**src/rtl/gfc_pkg.sv**
```systemverilog
package gfc_pkg;
  localparam int GFC_W      = 4;
  localparam int BYTE_W     = 8;
  localparam int CELL_BYTES = 53;
  localparam int SER_DIV    = 8;
endpackage

```
**src/rtl/gfc_serial_rx.sv**
```systemverilog
module gfc_serial_rx #(
  parameter int DIV   = 8,
  parameter int NBITS = 4
) (
  input  logic             clk,
  input  logic             rst_n,
  input  logic             enable,
  input  logic             start,
  input  logic             ser_din,
  output logic             ser_clk,
  output logic             ser_msb,
  output logic             nib_done,
  output logic [NBITS-1:0] nib
);
  localparam int HALF = DIV / 2;
  localparam int CW   = (DIV > 1) ? $clog2(DIV) : 1;
  localparam int BW   = (NBITS > 1) ? $clog2(NBITS) : 1;
  localparam logic [CW-1:0] C_RISE = CW'(HALF - 1);
  localparam logic [CW-1:0] C_LAST = CW'(DIV - 1);
  localparam logic [BW-1:0] B_LAST = BW'(NBITS - 1);

  logic             active;
  logic             clk_q;
  logic [CW-1:0]    div_cnt;
  logic [BW-1:0]    bit_idx;
  logic [NBITS-1:0] shreg;

  // one burst = NBITS bit periods of DIV system clocks, low half then high half
  always_ff @(posedge clk or negedge rst_n) begin
    if (!rst_n) begin
      active   <= 1'b0;
      clk_q    <= 1'b0;
      div_cnt  <= '0;
      bit_idx  <= '0;
      shreg    <= '0;
      nib_done <= 1'b0;
    end else begin
      nib_done <= 1'b0;
      if (!enable) begin
        active  <= 1'b0;
        clk_q   <= 1'b0;
        div_cnt <= '0;
        bit_idx <= '0;
      end else if (start) begin
        // a new cell always restarts the burst from its first bit
        active  <= 1'b1;
        clk_q   <= 1'b0;
        div_cnt <= '0;
        bit_idx <= '0;
        shreg   <= '0;
      end else if (active) begin
        if (div_cnt == C_RISE) begin
          clk_q <= 1'b1;
          shreg <= {shreg[NBITS-2:0], ser_din};
        end
        if (div_cnt == C_LAST) begin
          clk_q   <= 1'b0;
          div_cnt <= '0;
          if (bit_idx == B_LAST) begin
            active   <= 1'b0;
            nib_done <= 1'b1;
          end else begin
            bit_idx <= bit_idx + 1'b1;
          end
        end else begin
          div_cnt <= div_cnt + 1'b1;
        end
      end
    end
  end

  assign ser_clk = clk_q;
  assign ser_msb = active && (bit_idx == '0);
  assign nib     = shreg;
endmodule

```
**src/rtl/gfc_nib_hold.sv**
```systemverilog
module gfc_nib_hold #(
  parameter int NBITS = 4
) (
  input  logic             clk,
  input  logic             rst_n,
  input  logic             enable,
  input  logic             nib_done,
  input  logic [NBITS-1:0] nib,
  input  logic             take,
  output logic [NBITS-1:0] gfc
);
  logic             have;
  logic [NBITS-1:0] held;

  // a nibble finishing in the same cycle as the header is forwarded directly
  assign gfc = nib_done ? nib : (have ? held : '0);

  always_ff @(posedge clk or negedge rst_n) begin
    if (!rst_n) begin
      have <= 1'b0;
      held <= '0;
    end else if (!enable || take) begin
      have <= 1'b0;
    end else if (nib_done) begin
      have <= 1'b1;
      held <= nib;
    end
  end
endmodule

```
**src/rtl/gfc_hdr_stage.sv**
```systemverilog
module gfc_hdr_stage #(
  parameter int DW    = 8,
  parameter int NBITS = 4
) (
  input  logic             clk,
  input  logic             rst_n,
  input  logic             insert_en,
  input  logic [NBITS-1:0] gfc,
  input  logic             in_valid,
  output logic             in_ready,
  input  logic [DW-1:0]    in_data,
  input  logic             in_soc,
  output logic             out_valid,
  input  logic             out_ready,
  output logic [DW-1:0]    out_data,
  output logic             out_soc
);
  localparam int LOW_W = DW - NBITS;

  logic          accept;
  logic [DW-1:0] next_byte;

  assign in_ready = !out_valid || out_ready;
  assign accept   = in_valid && in_ready;

  always_comb begin
    next_byte = in_data;
    if (in_soc && insert_en) next_byte = {gfc, in_data[LOW_W-1:0]};
  end

  always_ff @(posedge clk or negedge rst_n) begin
    if (!rst_n) begin
      out_valid <= 1'b0;
      out_data  <= '0;
      out_soc   <= 1'b0;
    end else if (accept) begin
      out_valid <= 1'b1;
      out_data  <= next_byte;
      out_soc   <= in_soc;
    end else if (out_ready) begin
      out_valid <= 1'b0;
    end
  end
endmodule

```
**src/rtl/gfc_cell_count.sv**
```systemverilog
module gfc_cell_count #(
  parameter int CELL_LEN = 53
) (
  input  logic clk,
  input  logic rst_n,
  input  logic enable,
  input  logic xfer,
  input  logic soc,
  output logic cell_sent
);
  localparam int CW = $clog2(CELL_LEN + 1);
  localparam logic [CW-1:0] LAST_CNT = CW'(CELL_LEN);

  logic [CW-1:0] cnt;
  logic [CW-1:0] nxt;

  // zero means "not inside a cell"; bytes without a preceding start are not counted
  always_comb begin
    if (soc)             nxt = CW'(1);
    else if (cnt == '0)  nxt = '0;
    else                 nxt = cnt + 1'b1;
  end

  always_ff @(posedge clk or negedge rst_n) begin
    if (!rst_n) begin
      cnt       <= '0;
      cell_sent <= 1'b0;
    end else begin
      cell_sent <= 1'b0;
      if (xfer) begin
        if (nxt == LAST_CNT) begin
          cnt       <= '0;
          cell_sent <= enable;
        end else begin
          cnt <= nxt;
        end
      end
    end
  end
endmodule

```
**src/rtl/gfc_insert_port.sv**
```systemverilog
module gfc_insert_port
  import gfc_pkg::*;
#(
  parameter int DIV      = SER_DIV,
  parameter int DW       = BYTE_W,
  parameter int NBITS    = GFC_W,
  parameter int CELL_LEN = CELL_BYTES
) (
  input  logic          clk,
  input  logic          rst_n,
  input  logic          atm_mode,
  input  logic          in_valid,
  output logic          in_ready,
  input  logic [DW-1:0] in_data,
  input  logic          in_soc,
  output logic          out_valid,
  input  logic          out_ready,
  output logic [DW-1:0] out_data,
  output logic          out_soc,
  output logic          ser_clk,
  output logic          ser_msb,
  input  logic          ser_din,
  output logic          cell_sent
);
  logic             hdr_take;
  logic             nib_done;
  logic [NBITS-1:0] nib;
  logic [NBITS-1:0] gfc;

  assign hdr_take = in_valid && in_ready && in_soc && atm_mode;

  gfc_serial_rx #(.DIV(DIV), .NBITS(NBITS)) u_rx (
    .clk      (clk),
    .rst_n    (rst_n),
    .enable   (atm_mode),
    .start    (hdr_take),
    .ser_din  (ser_din),
    .ser_clk  (ser_clk),
    .ser_msb  (ser_msb),
    .nib_done (nib_done),
    .nib      (nib)
  );

  gfc_nib_hold #(.NBITS(NBITS)) u_hold (
    .clk      (clk),
    .rst_n    (rst_n),
    .enable   (atm_mode),
    .nib_done (nib_done),
    .nib      (nib),
    .take     (hdr_take),
    .gfc      (gfc)
  );

  gfc_hdr_stage #(.DW(DW), .NBITS(NBITS)) u_stage (
    .clk       (clk),
    .rst_n     (rst_n),
    .insert_en (atm_mode),
    .gfc       (gfc),
    .in_valid  (in_valid),
    .in_ready  (in_ready),
    .in_data   (in_data),
    .in_soc    (in_soc),
    .out_valid (out_valid),
    .out_ready (out_ready),
    .out_data  (out_data),
    .out_soc   (out_soc)
  );

  gfc_cell_count #(.CELL_LEN(CELL_LEN)) u_count (
    .clk       (clk),
    .rst_n     (rst_n),
    .enable    (atm_mode),
    .xfer      (out_valid && out_ready),
    .soc       (out_soc),
    .cell_sent (cell_sent)
  );
endmodule

```
**config.mk**
```make
export PLATFORM = sky130hd
export DESIGN_NAME = gfc_insert_port
export DESIGN_NICKNAME = d
export VERILOG_FILES = /design/src/rtl/gfc_pkg.sv /design/src/rtl/gfc_serial_rx.sv /design/src/rtl/gfc_nib_hold.sv /design/src/rtl/gfc_hdr_stage.sv /design/src/rtl/gfc_cell_count.sv /design/src/rtl/gfc_insert_port.sv
export SDC_FILE = /design/constraint.sdc
export NUM_CORES = 1
export LEC_CHECK = 0
export CAP_MARGIN = 20
export CORE_MARGIN = 3
export CORE_UTILIZATION = 40
export CTS_CLUSTER_SIZE = 20
export DETAILED_ROUTE_END_ITERATION = 8
export HOLD_SLACK_MARGIN = 0.05
export PLACE_DENSITY = 0.65
export RECOVER_POWER = 50
export REMOVE_ABC_BUFFERS = 1
export SYNTH_ARGS = -nofsm -noshare
export SYNTH_HDL_FRONTEND = slang
export SYNTH_SLANG_ARGS = --single-unit
```
**constraint.sdc**
```tcl
create_clock -name clk -period 1.7 [get_ports clk]
set_input_delay 0.51 -clock clk [delete_from_list [all_inputs] [get_ports clk]]
set_output_delay 0.51 -clock clk [all_outputs]
set_load 0.03 [all_outputs]
```
# After elaboration in Yosys (flattened, before gate mapping)

Index checks and enable logic that the tools add are counted.

Flip-flop bits (word level): 34
Output and inout port bits: 14

Add/subtract/negate cells: 3
Equal/unequal tests: 8
Multiplexer cells: 39
Bitwise operators: 1
Reduce and logical (&&, ||, !) cells: 20

Operators with widths:

| cell                                                            | number |
|---|---|
| 1-bit 2-to-1 mux                                                | 21 |
| 4-bit 2-to-1 mux                                                | 5 |
| 6-bit 2-to-1 mux                                                | 3 |
| 3-bit 2-to-1 mux                                                | 4 |
| 2-bit 2-to-1 mux                                                | 5 |
| 8-bit 2-to-1 mux                                                | 1 |
| 2-bit nonzero test                                              | 4 |
| 6-bit by 1-bit adder with 6-bit output, second input constant   | 1 |
| 6-bit == test, second input constant                            | 1 |
| 1-bit logical AND                                               | 6 |
| 6-bit zero test                                                 | 1 |
| 3-bit by 1-bit != test with 1-bit output, second input constant | 2 |
| 3-bit AND reduction                                             | 2 |
| 4-bit by 1-bit != test with 1-bit output, second input constant | 1 |
| 2-bit AND reduction                                             | 2 |
| 3-bit by 1-bit adder with 3-bit output, second input constant   | 1 |
| 3-bit by 2-bit == test with 1-bit output, second input constant | 1 |
| 3-bit == test, second input constant                            | 1 |
| 3-bit by 2-bit != test with 1-bit output, second input constant | 1 |
| 2-bit by 1-bit adder with 2-bit output, second input constant   | 1 |
| 2-bit == test, second input constant                            | 1 |
| 1-bit zero test                                                 | 2 |
| 2-bit zero test                                                 | 1 |
| 1-bit logical OR                                                | 2 |
| 1-bit inverter                                                  | 1 |

# Logic depth before layout (Yosys ltp)

Word-level depth: 8
Depth in mapped cells: 7
Depth with buffers taken out: 7

# By module

Synthesis repeated with hierarchy kept, for this count alone.

Cells, all modules: 171
Area total of the unflattened synthesis: 1859.3 um^2

Modules (own cells, without submodules):

| module          | instances | cells each | area an instance (um^2) | seq. area each (um^2) |
|---|---|---|---|---|
| gfc_serial_rx   | 1         | 63         | 650.6                   | 300.3 |
| gfc_cell_count  | 1         | 51         | 465.4                   | 175.2 |
| gfc_hdr_stage   | 1         | 33         | 461.7                   | 250.2 |
| gfc_nib_hold    | 1         | 22         | 266.5                   | 125.1 |
| gfc_insert_port | 1         | 2          | 15.0                    | 0.0 |

# Worst setup path after synthesis

OpenSTA, ideal clock, no wires.

Path kind: reg-to-reg
Start point: register u_count.cnt[0]
End point: register u_count.cnt[4]
Arrival: 1.675 ns
Required time: 1.576 ns
Slack: -0.099 ns
Cell stages (with the launch flop): 8
Clock period less this slack: 1.799 ns
Cell sequence: dfrtp_1 inv_1 ha_1 nor2_1 nor4b_4 nor3b_4 nor3_1 a211o_1

Cells in the longest elaborated chain, start to end: 5

Ends and longest elaborated chain:

| what                                                                      | line                                       | text |
|---|---|---|
| start: declaration                                                        | gfc_cell_count.sv:14                       | `logic [CW-1:0] cnt;` |
| start signal: assignment                                                  | gfc_cell_count.sv:35                       | `cnt <= nxt;` |
| 6-bit by 1-bit adder with 6-bit output or 6-bit zero test (tied branches) | gfc_cell_count.sv:21, gfc_cell_count.sv:20 |  |
| 6-bit 2-to-1 mux *                                                        | gfc_cell_count.sv:20                       | `else if (cnt == '0) nxt = '0;` |
| 6-bit 2-to-1 mux *                                                        | gfc_cell_count.sv:19                       | `if (soc) nxt = CW'(1);` |
| 6-bit == test                                                             | gfc_cell_count.sv:31                       | `if (nxt == LAST_CNT) begin` |
| 6-bit 2-to-1 mux *                                                        | gfc_cell_count.sv:31                       |  |

Every way passes the cells marked *; elsewhere a longest branch is shown, timed or not.
A chain may end at the register's enable or synchronous reset.

# Final worst setup path

Start point: register u_count.cnt[1]
End point: register u_count.cnt[0]

Same word-level chain as after synthesis.

==> results.md <==
- CORE AREA: 4058 um^2
- CP required: 1.88 ns
- First-pass GRT wire length: 6.513 mm
- Asr flop ratio synth: 1.000
- IO Pins: 29
- Largest stage delay, worst path: 0.39 ns
- Hold path start: u_stage.out_data[5]
- # port buffers: 28
- P_leak: 1.119 nW
- Worst min path class: reg2reg
- Top Family by Delay on Critical Path: simple AND/OR/NAND/NOR gates
- Final Slew Violations: 0
- P&R area growth vs syn: 35.43%
- Dpl cell area: 2138 um^2
- Buffers plus inverters on the worst setup path: 2
- Ys flop type: dfrtp_1
- Count of unique library cells instantiated by Yosys: 39
- Count of final setup violators: 0
- Dpl hpwl: 2.739 mm
- Pwr dens: 1070 nW/um^2
- Layout cell share with drive strength beyond 1: 0.2757
- Final worst path period share: 0.9921
- Initial core utilization: 0.4221
- CTS Root Cell: clkbuf_8
- Commonest non-fill, non-tap cell in the layout: dfrtp_1
- Global-route usage over all layers: 0.1628
- Die Ht: 71.44 um
- NumNets Final: 235
- Placer Congestion: 0.8004
- RR Startpoint: u_count.cnt[1]
- Yosys warnings: 0
- CP startpoint: u_count.cnt[1]
- Critical path depth: 8
- Worst-path maximum fanout: 4
- CTS buffer count: 5
- Final Util: 0.5717
- Largest net degree at the start of global routing: 35
- Post-synth EDFFs: 0
- Reg2Reg Depth: 8
- Met2 wire length: 1.856 mm
- Top cells by area, synth: dfrtp_1, mux2_2, ha_1
- Post-route cell area: 2320 um^2
- # fillers: 345
- DRC Markers: 0
- WL per Instance: 14.01 um
- WL met3: 224 um
- Syn Area/Cell: 10.51 um^2
- Max transition margin: 0.4459
- Area leader, netlist: dfrtp_1
- Yosys reg bits: 34
- Clock Pin Slew Worst Setup and Hold Paths: 0.08 ns
- DIE AREA: 5104 um^2
- Worst setup path class: reg2reg
- Max clock buf depth: 2
- RSZ-0062 raised after global routing: yes
- CP arrival: 1.87 ns
- Uppermost layer routed: met4
- Worst-path cell chain: inv_2 -> ha_4 -> nor2_4 -> nor4b_4 -> nor3b_4 -> buf_4 -> o31a_1 -> a21oi_2
- Max VDD drop: 0.0005432 V
- Rows: 23
- Tot Pwr: 0.002482 W
- Commonest cells after routing, fill and taps aside: dfrtp_1, buf_4, nand2_1
- Total clock sinks: 34
- Crit path max-delay cell type: dfrtp_1
- Dpl ws: -0.3402 ns
- Routed wire length: 3.698 mm
- Synth top area share: 0.4967
- Chip width: 71.44 um
- Initial antenna violation count: 0
- Outcome: finished, final reports clean
- Grt ovf: 0
- DR iter-0 viols: 29
- FMAX: 592.9 MHz
- Worst slew pin tran: 0.8311 ns
- M1 WL: 1.576 mm
- DR pass1 iterations: 4
- H-tree lvl count: 2
- Final hold vios: 0
- Worst-Skew Late Latency: 0.29 ns
- Vias/cell: 5.167
- N_diodes: 0
- Antenna viol nets, final: 0
- Hold depth: 2
- Number of hold buffers added after CTS: 0
- Worst setup EP type: register
- TritonCTS clock tree: yes
- Fin crit period: 1.687 ns
- Routed via count: 1364
- PnR worst setup slack: 0.01339 ns
- Clock Skew: 0.008929 ns
- Post-Syn Area: 1713 um^2
- Cell count after synthesis: 163
- Register area share after synthesis: 0.4967
- Maximum Capacitance Violations: 0
- Startpoint Class: register
- Vias in the first global route: 1448
## worst min-delay path, cell delays in order, from the launching register on
cell and delay, ns:
dfrtp_1 0.34, nand2_1 0.04, o21ai_0 0.06
## cells in the mapped netlist, types with 2 or more instances
cell type and count:
inv_1 5, nand2b_1 5, mux2_2 9, and2_1 2
mux2i_1 5, nor2_1 15, buf_6 3, ha_1 7
clkbuf_1 3, nand3_1 6, a21o_1 2, xnor2_1 2
nor4_1 3, a22oi_1 3, nor3_1 3, dfrtp_1 34
o21ai_0 10, a21oi_1 6, nand2_1 20
## logic make-up after synthesis
group,after synthesis,synth area share
AO/OA/AOI/OAI,28,0.1023
XOR/XNOR,2,0.01023
adder cells (fa/ha/maj),7,0.05113
buffers and inverters,13,0.04236
flip-flops,34,0.4967
multiplexers,14,0.08839
AND/OR/NAND/NOR,65,0.2089
## area by class of cell
type	count	area, um^2	area share
Tap cell	50	62.56	0.02697
Timing Repair Buffer	50	427.9	0.1845
Sequential cell	34	850.8	0.3668
Clock buffer	5	68.82	0.02967
Multi-Input combinational cell	116	842.1	0.3630
Inverter	6	22.52	0.009709
Clock inverter	3	45.04	0.01942
## through the flow
step                      instances  setup TNS [ns]  hold slack (ns)
final                           264               0           0.4787
after global routing            264         -0.2130           0.5052
after CTS                       263        -0.01371           0.4826
after detailed placement        251          -6.323           0.4693
after global placement          251          -5.324           0.4603
after floorplan                 156         -0.1853           0.2144
## per-layer routing
metal | GRT usage | up-vias
li1 | - | 666
met1 | 0.1904 | 660
met2 | 0.2714 | 34
met3 | 0.05750 | 4
met4 | 0.06681 | 0
met5 | 0 | -
## power breakdown
group	switching [W]	internal [W]	total, W
Sequential	0.000120	0.000899	0.00102
Clock	0.000312	0.000436	0.000747
Combinational	0.000366	0.000350	0.000716
Total	0.000797	0.00169	0.00248
## state kept, by name, indices dropped and copies added (netlist names), 2 cells and up
signal            flops
u_hold.held           4
u_count.cnt           6
u_rx.bit_idx          2
u_rx.nib              4
u_rx.div_cnt          3
u_stage.out_data      8
## timing repair
action	CTS	global route
gates resized for setup	21	5
buffers inserted	4	1
endpoints found under the setup margin	23	6
pin swaps	4	4
## path summary, 6_finish.rpt
kind | end | slack, ns
worst min register to register | u_stage.out_data[5] | 0.48
worst max-delay path | u_count.cnt[0] | 0.01
worst max register to register | u_count.cnt[0] | 0.01
min in group asynchronous | u_stage.out_data[7] | 0.84
max in group asynchronous | u_count.cnt[4] | 0.33
worst min-delay path | u_stage.out_data[5] | 0.48
(Power assumes the default switching activity.)
